**config.mk**
```make
export PLATFORM = sky130hd
export DESIGN_NAME = hazard_interlock
export DESIGN_NICKNAME = d
export VERILOG_FILES = /design/src/rtl/ilk_pkg.sv /design/src/rtl/ilk_src_cmp.sv /design/src/rtl/ilk_hazard_unit.sv /design/src/rtl/ilk_pipe_regs.sv /design/src/rtl/hazard_interlock.sv
export SDC_FILE = /design/constraint.sdc
export NUM_CORES = 1
export LEC_CHECK = 0
export BUFFER_PORTS_ARGS = -buffer_cell sky130_fd_sc_hd__buf_2
export CORE_ASPECT_RATIO = 1.2
export CORE_MARGIN = 2
export CORE_UTILIZATION = 44
export CTS_BUF_LIST = sky130_fd_sc_hd__clkbuf_16
export CTS_CLUSTER_DIAMETER = 60
export CTS_CLUSTER_SIZE = 25
export DETAILED_ROUTE_END_ITERATION = 16
export MAX_ROUTING_LAYER = met4
export PLACE_DENSITY = 0.71
export SETUP_SLACK_MARGIN = 0.05
export SLEW_MARGIN = 15
export SYNTH_ARGS = -nofsm -noshare
export SYNTH_HDL_FRONTEND = slang
export SYNTH_HIERARCHICAL = 1
export SYNTH_SLANG_ARGS = --single-unit
```
**constraint.sdc**
```tcl
create_clock -name clk -period 3.1 [get_ports clk]
set_clock_uncertainty 0.15 [all_clocks]
set_input_delay 0.465 -clock clk [delete_from_list [all_inputs] [get_ports clk]]
set_output_delay 0.465 -clock clk [all_outputs]
set_load 0.1 [all_outputs]
```
**src/rtl/ilk_pkg.sv**
```systemverilog
package ilk_pkg;

    localparam int RA_W     = 5;
    localparam int TAG_W    = 8;
    localparam int N_SRC    = 2;

    localparam int STG_IF   = 0;
    localparam int STG_ID   = 1;
    localparam int STG_EX   = 2;
    localparam int STG_MEM  = 3;
    localparam int STG_WB   = 4;
    localparam int N_STAGES = 5;
    localparam int N_AHEAD  = STG_WB - STG_EX;

    typedef logic [RA_W-1:0]  raddr_t;
    typedef logic [TAG_W-1:0] tag_t;

    typedef struct packed {
        logic                   valid;
        logic                   wr;
        raddr_t                 dst;
        logic [N_SRC-1:0]       use_src;
        raddr_t [N_SRC-1:0]     src;
        tag_t                   tag;
    } slot_t;

    localparam slot_t EMPTY_SLOT = '0;

    function automatic logic produces(slot_t s);
        return s.valid && s.wr && (s.dst != '0);
    endfunction

endpackage

```
**src/rtl/ilk_src_cmp.sv**
```systemverilog
module ilk_src_cmp
    import ilk_pkg::*;
(
    input  raddr_t                  src,
    input  logic                    src_en,
    input  slot_t [N_AHEAD-1:0]     ahead,
    output logic                    hit
);

    logic [N_AHEAD-1:0] match;

    for (genvar k = 0; k < N_AHEAD; k++) begin : g_ahead
        assign match[k] = produces(ahead[k]) && (ahead[k].dst == src);
    end

    assign hit = src_en && (src != '0) && (|match);

endmodule

```
**src/rtl/ilk_hazard_unit.sv**
```systemverilog
module ilk_hazard_unit
    import ilk_pkg::*;
(
    input  slot_t                   dec,
    input  slot_t [N_AHEAD-1:0]     ahead,
    output logic                    stall
);

    logic [N_SRC-1:0] src_hit;

    for (genvar g = 0; g < N_SRC; g++) begin : g_src
        ilk_src_cmp u_cmp (
            .src    (dec.src[g]),
            .src_en (dec.valid && dec.use_src[g]),
            .ahead  (ahead),
            .hit    (src_hit[g])
        );
    end

    assign stall = |src_hit;

endmodule

```
**src/rtl/ilk_pipe_regs.sv**
```systemverilog
module ilk_pipe_regs
    import ilk_pkg::*;
(
    input  logic    clk,
    input  logic    rst,
    input  logic    hold,
    input  slot_t   fetch_in,
    output slot_t   stg_q [N_STAGES]
);

    // Stages up to decode freeze on hold; execute takes a bubble; later stages drain.
    for (genvar k = 0; k < N_STAGES; k++) begin : g_stage
        if (k == STG_IF) begin : g_first
            always_ff @(posedge clk) begin
                if (rst)        stg_q[k] <= EMPTY_SLOT;
                else if (!hold) stg_q[k] <= fetch_in;
            end
        end else if (k <= STG_ID) begin : g_held
            always_ff @(posedge clk) begin
                if (rst)        stg_q[k] <= EMPTY_SLOT;
                else if (!hold) stg_q[k] <= stg_q[k-1];
            end
        end else if (k == STG_EX) begin : g_bubble
            always_ff @(posedge clk) begin
                if (rst)       stg_q[k] <= EMPTY_SLOT;
                else if (hold) stg_q[k] <= EMPTY_SLOT;
                else           stg_q[k] <= stg_q[k-1];
            end
        end else begin : g_flow
            always_ff @(posedge clk) begin
                if (rst) stg_q[k] <= EMPTY_SLOT;
                else     stg_q[k] <= stg_q[k-1];
            end
        end
    end

endmodule

```
**src/rtl/hazard_interlock.sv**
```systemverilog
module hazard_interlock
    import ilk_pkg::*;
(
    input  logic                clk,
    input  logic                rst,
    input  logic                in_valid,
    input  logic [RA_W-1:0]     in_src_a,
    input  logic                in_use_a,
    input  logic [RA_W-1:0]     in_src_b,
    input  logic                in_use_b,
    input  logic [RA_W-1:0]     in_dst,
    input  logic                in_wr,
    input  logic [TAG_W-1:0]    in_tag,
    output logic                stall,
    output logic                id_valid,
    output logic [TAG_W-1:0]    id_tag,
    output logic                ex_valid,
    output logic                wb_valid,
    output logic [TAG_W-1:0]    wb_tag,
    output logic [RA_W-1:0]     wb_dst,
    output logic                wb_wr
);

    slot_t                  fetch_in;
    slot_t                  stg [N_STAGES];
    slot_t                  id_q;
    slot_t [N_AHEAD-1:0]    ahead;

    always_comb begin
        fetch_in            = EMPTY_SLOT;
        fetch_in.valid      = in_valid;
        fetch_in.wr         = in_wr;
        fetch_in.dst        = in_dst;
        fetch_in.use_src[0] = in_use_a;
        fetch_in.use_src[1] = in_use_b;
        fetch_in.src[0]     = in_src_a;
        fetch_in.src[1]     = in_src_b;
        fetch_in.tag        = in_tag;
    end

    ilk_pipe_regs u_pipe (
        .clk      (clk),
        .rst      (rst),
        .hold     (stall),
        .fetch_in (fetch_in),
        .stg_q    (stg)
    );

    assign id_q = stg[STG_ID];

    for (genvar k = 0; k < N_AHEAD; k++) begin : g_tap
        assign ahead[k] = stg[STG_EX + k];
    end

    ilk_hazard_unit u_hz (
        .dec   (id_q),
        .ahead (ahead),
        .stall (stall)
    );

    assign id_valid = id_q.valid;
    assign id_tag   = id_q.tag;
    assign ex_valid = stg[STG_EX].valid;
    assign wb_valid = stg[STG_WB].valid;
    assign wb_tag   = stg[STG_WB].tag;
    assign wb_dst   = stg[STG_WB].dst;
    assign wb_wr    = stg[STG_WB].wr;

endmodule

```
==> results.ini, run 1 <==
[timing]
fmax_mhz=350.3
grt_setup_unrepaired=false
tns_ns=0
fin_crit_sh_pct=92.08
hold_viol=0
drv_slew=0
setup_viol=0
worst_slew_pin_slew_ns=0.4967
fin_crit_ns=2.855
max_slew_margin_pct=67.11

[power]
powerDensity_nw_per_um2=612.1
leakagePower_nw=1.678
vdd_drop_max_mv=0.3722
totalPowerFinal_mw=2.523

[clock_tree]
cts_buffer_depth=2
cts.sinks=99
cts-root-buf=clkbuf_16
cts_tree=done
cts-resized-gates=0
clock_latency_ns=0.33
clkTransAtPathRegs_ns=0.07
cts_made_buffers=9
cts_max_level=3

[detailed_routing]
drc_errors=0
first_iter_violations=93
ant_nets=0
first_pass_iters=4
vias_per_cell=4.679
num_vias=2213
routed_wl_um=5758
wl_per_cell_um=12.17

[floorplan]
io_pins=55
die_x_um=86.41
dieArea_um2=8891
fp-row-count=36
dieHeight_um=102.9
initial_core_util_pct=44.73
coreArea_um2=8018

[critical_path]
cp_slowest_cell=or4_1
startpoint=u_pipe/stg_q[94]
critPathCapture=stall
path_delay_family=simple AND/OR/NAND/NOR gates
path_class=reg -> out
timing.critical_path.cells=xnor2_1 > o2111ai_1 > or4_1 > o31ai_2 > or2_4 > buf_12
r2r_slack_ns=0.26
cp-end-kind=output port
crit_cells=6
max_stage_delay_ns=0.54
reg2reg_from=u_pipe/stg_q[94]
r2r_cells=9
cp.required_ns=2.48
crit_fanout=5
start_kind=register
cp.arrival_ns=2.24
path_buf_inv=1
reg2reg_to=u_pipe/stg_q[90]

[final_layout]
drive_gt1_share_pct=21.43
fill_cells=762
largest_reg_flops=99
reg.largest.list=u_pipe/stg_q: 99 flops
antenna_cells=0
nets=402
layout-area-overhead-vs-synth_pct=14.97
registers.top_by_ff_count=u_pipe/stg_q

[synth]
avgSynthCellArea_um2=11.14
syn-cell-area_um2=3586
synth_cells=322
yosys_warnings=6
synth_fp_nets=351

[grt]
grt_pass1_vias=2104
grt_pass1_wl_um=9680
grt_use_total_pct=14.38
grt-ovfl-total=0
grt_max_degree=44
grt_antenna_before_repair=0

[hold_path]
hold_class=in -> reg
holdCritStartpoint=in_tag[3]

[placement]
numPortBuffers=54
dpl.hpwl_um=4025
place.gp.congestion=0.8569

[job]
cap_violations=0

[status]
outcome=completed

## how the worst min path moves through the flow
stage / end / cells after the start
final: u_pipe/stg_q[111] / 3
after global placement: u_pipe/stg_q[32] / 1
after CTS: u_pipe/stg_q[110] / 3
after detailed placement: u_pipe/stg_q[31] / 1
after global routing: u_pipe/stg_q[109] / 3
after floorplan: u_pipe/stg_q[0] / 1
## cell usage in the layout (no fill, tap or decap), types with 5 or more instances in the layout
cell and instances:
mux2i_1 54, buf_4 5, clkbuf_16 9, xnor2_1 8, dfxtp_1 97, nor2_1 58
nor2b_1 30, and2_1 17, buf_2 53, xor2_1 8, or4_1 8
## layout make-up
| type | instances | area (um^2) | area share, % |
|---|---|---|---|
| Clock buffer | 9 | 225.2 | 5.463 |
| Tap cell | 95 | 118.9 | 2.883 |
| Sequential cell | 99 | 1984 | 48.13 |
| Inverter | 2 | 7.507 | 0.1821 |
| Timing Repair Buffer | 60 | 342.8 | 8.316 |
| Clock inverter | 7 | 52.55 | 1.275 |
| Multi-Input combinational cell | 201 | 1391 | 33.75 |
## metrics by stage
| stage | std cells | utilization (%) | instance area, um^2 | worst slack [ns] | hold WS, ns |
|---|---|---|---|---|---|
| after CTS | 473 | 51.42 | 4123 | 0.2453 | 0.1993 |
| after floorplan | 322 | - | 3588 | 0.1597 | 0.2638 |
| after global routing | 473 | 51.42 | 4123 | 0.08286 | 0.2156 |
| after detailed placement | 456 | 47.86 | 3837 | 0.3372 | 0.2731 |
| final | 473 | 51.42 | 4123 | 0.2454 | 0.2081 |
| after global placement | 456 | 47.86 | 3837 | 0.3700 | 0.2688 |
## timing repair
item,CTS,global route
setup endpoints to repair,1,0
hold endpoints to repair,0,0
buffers inserted,1,0
hold buffers,0,0
## where the power goes
part | total (mW) | switching [mW] | internal [mW]
combinational | 0.158 | 0.102 | 0.0557
clock | 1.02 | 0.472 | 0.549
sequential | 1.34 | 0.0296 | 1.32
total | 2.52 | 0.603 | 1.92
## per-layer routing
layer	wire length (um)	global-route usage [%]	vias up
met5	0	-	-
met4	153	9.014	0
met3	203	2.402	12
met1	2768	17.77	999
li1	-	-	1162
met2	2632	21.89	40
## tightest hold or removal path: stages
cell and delay, ns:
buf_2 0.07, mux2i_1 0.05, nor2_1 0.07
(Power assumes the default switching activity.)
==> run 2: changes to the inputs <==
--- a/config.mk
+++ b/config.mk
@@ -13,8 +13,8 @@
 export CTS_CLUSTER_DIAMETER = 60
 export CTS_CLUSTER_SIZE = 25
 export DETAILED_ROUTE_END_ITERATION = 16
+export GPL_ROUTABILITY_DRIVEN = 1
 export MAX_ROUTING_LAYER = met4
-export PLACE_DENSITY = 0.71
 export SETUP_SLACK_MARGIN = 0.05
 export SLEW_MARGIN = 15
 export SYNTH_ARGS = -nofsm -noshare
==> run 2 against run 1 <==
Against the previous run: wire length increased by 2.7%; highest routed layer unchanged; critical path depth unchanged; power increased by 3.9%; critical endpoint unchanged; first-iteration DRC count decreased by 3.2%; combinational power about the same.
==> results.ini, run 2 (same netlist as run 1, synthesis figures left out) <==
[status]
outcome=completed  ; unchanged

[critical_path]
r2r_cells=9  ; unchanged
reg2reg_from=u_pipe/stg_q[89]  ; was u_pipe/stg_q[94]
crit_fanout=8  ; was 5
reg2reg_to=u_pipe/stg_q[110]  ; was u_pipe/stg_q[90]
path_class=reg -> out  ; unchanged
start_kind=register  ; unchanged
r2r_slack_ns=0.38  ; was 0.26 ns
cp.required_ns=2.48  ; about the same
cp.arrival_ns=2.26  ; was 2.24 ns
cp-end-kind=output port  ; unchanged

[timing]
worst_slew_pin_slew_ns=0.5966  ; was 0.4967 ns
tns_ns=0  ; unchanged
fmax_mhz=348.3  ; was 350.3 MHz
worst_slack_ns=0.2291  ; was 0.2454 ns
fin_crit_ns=2.871  ; was 2.855 ns
drv_slew=0  ; unchanged
grt_setup_unrepaired=false  ; unchanged
fin_crit_sh_pct=92.61  ; was 92.08%
hold_viol=0  ; unchanged
setup_viol=0  ; unchanged
max_slew_margin_pct=60.23  ; was 67.11%

[placement]
numPortBuffers=54  ; unchanged
place.gp.congestion=0.8291  ; was 0.8569
place_ws_ns=0.4595  ; was 0.3372 ns
dpl.hpwl_um=3977  ; was 4025 um

[detailed_routing]
first_pass_iters=4  ; unchanged
wl_per_cell_um=12.40  ; was 12.17 um
ant_nets=0  ; unchanged
routed_wl_um=5915  ; was 5758 um
num_vias=2239  ; was 2,213
vias_per_cell=4.694  ; was 4.679
drc_errors=0  ; unchanged
first_iter_violations=90  ; was 93

[hold_path]
hold_end=u_pipe/stg_q[111]  ; unchanged
whs_path_depth=3  ; unchanged
holdCritStartpoint=in_tag[3]  ; unchanged
hold_class=in -> reg  ; unchanged

[floorplan]
coreArea_um2=8018  ; unchanged
io_pins=55  ; unchanged
dieArea_um2=8891  ; unchanged
die_x_um=86.41  ; unchanged
initial_core_util_pct=44.73  ; unchanged
fp-row-count=36  ; unchanged
dieHeight_um=102.9  ; unchanged

[grt]
grt_pass1_vias=2149  ; was 2,104
grt_antenna_before_repair=0  ; unchanged
grt-ovfl-total=0  ; unchanged
grt_pass1_wl_um=10010  ; was 9680 um
grt_max_degree=37  ; was 44
grt_use_total_pct=14.80  ; was 14.38%

[clock_tree]
cts_setup_buffers=0  ; was 1
cts.hold.buffers_added=0  ; unchanged
cts_buffer_depth=2  ; unchanged
cts_tree=done  ; unchanged
cts-resized-gates=0  ; unchanged
cts-root-buf=clkbuf_16  ; unchanged
clkTransAtPathRegs_ns=0.07  ; about the same
cts_max_level=3  ; unchanged
cts.sinks=99  ; unchanged
cts_made_buffers=9  ; unchanged
clock_latency_ns=0.33  ; about the same

[power]
leakagePower_nw=1.713  ; was 1.678 nW
powerDensity_nw_per_um2=626.8  ; was 612.1 nW/um^2
vdd_drop_max_mv=0.3577  ; was 0.3722 mV

[final_layout]
nets=406  ; was 402
largest_reg_flops=99  ; unchanged
regArea_um2=1984  ; unchanged
fill_cells=743  ; was 762
registers.top_by_ff_count=u_pipe/stg_q  ; unchanged
drive_gt1_share_pct=22.51  ; was 21.43%
mostFrequentLayoutCells=dfxtp_1 (97), nor2_1 (58), mux2i_1 (54)  ; unchanged
layout-area-overhead-vs-synth_pct=16.64  ; was 14.97%
reg.largest.list=u_pipe/stg_q: 99 flops  ; unchanged
multi_input_area_um2=1391  ; unchanged
final_common_cell=dfxtp_1  ; unchanged
antenna_cells=0  ; unchanged

[job]
cap_violations=0  ; unchanged

run 2: how the worst max path moves through the flow:
| stage | startpoint | end | cells after the start | slack, ns |
|---|---|---|---|---|
| 3_3_place_gp | u_pipe/stg_q[89] | u_pipe/stg_q[87] | 8 | 0.49 |
| 3_5_place_dp | u_pipe/stg_q[89] | u_pipe/stg_q[113] | 8 | 0.46 |
| 2_1_floorplan | u_pipe/stg_q[80] | u_pipe/stg_q[81] | 8 | 0.16 |
| 4_1_cts | u_pipe/stg_q[89] | stall | 6 | 0.12 |
| 6_report | u_pipe/stg_q[89] | stall | 6 | 0.23 |
| 5_1_grt | u_pipe/stg_q[89] | stall | 6 | 0.12 |
run 2: critical path: stages (launching register included):
cell and delay (ns):
dfxtp_1 0.44, xnor2_1 0.15, o2111ai_1 0.13, or4_1 0.56, o31ai_2 0.24, or2_4 0.22, buf_12 0.18
run 2: layout make-up:
| class | count | area share [%] |
|---|---|---|
| Timing Repair Buffer | 64 | 8.914 |
| Inverter | 2 | 0.1795 |
| Clock buffer | 9 | 5.384 |
| Clock inverter | 7 | 1.974 |
| Sequential cell | 99 | 47.44 |
| Multi-Input combinational cell | 201 | 33.26 |
| Tap cell | 95 | 2.842 |
run 2: power breakdown:
group          switching [mW]  internal (mW)  total, mW
registers              0.0305           1.32       1.35
logic                   0.102         0.0557      0.158
clock network           0.480          0.637       1.12
run 2: layer usage:
layer  part of all wire [%]  up-vias  global-route usage (%)
met5                      0        -                       -
met4                    2.2        0                   7.813
met3                    3.2       13                   2.642
met2                     47       45                   23.02
met1                     48     1017                   18.36
li1                       -     1164                       -
run 2: stage by stage:
stage | utilization [%] | total power [mW] | instance area, um^2 | hold WS [ns] | instances
2_1_floorplan | - | 1.495 | 3588 | 0.2638 | 322
3_3_place_gp | 47.77 | 1.530 | 3830 | 0.2712 | 455
3_5_place_dp | 47.77 | 1.535 | 3830 | 0.2712 | 455
4_1_cts | 51.61 | 2.655 | 4138 | 0.1969 | 471
5_1_grt | 52.17 | 2.729 | 4183 | 0.2098 | 477
6_report | 52.17 | 2.622 | 4183 | 0.2050 | 477
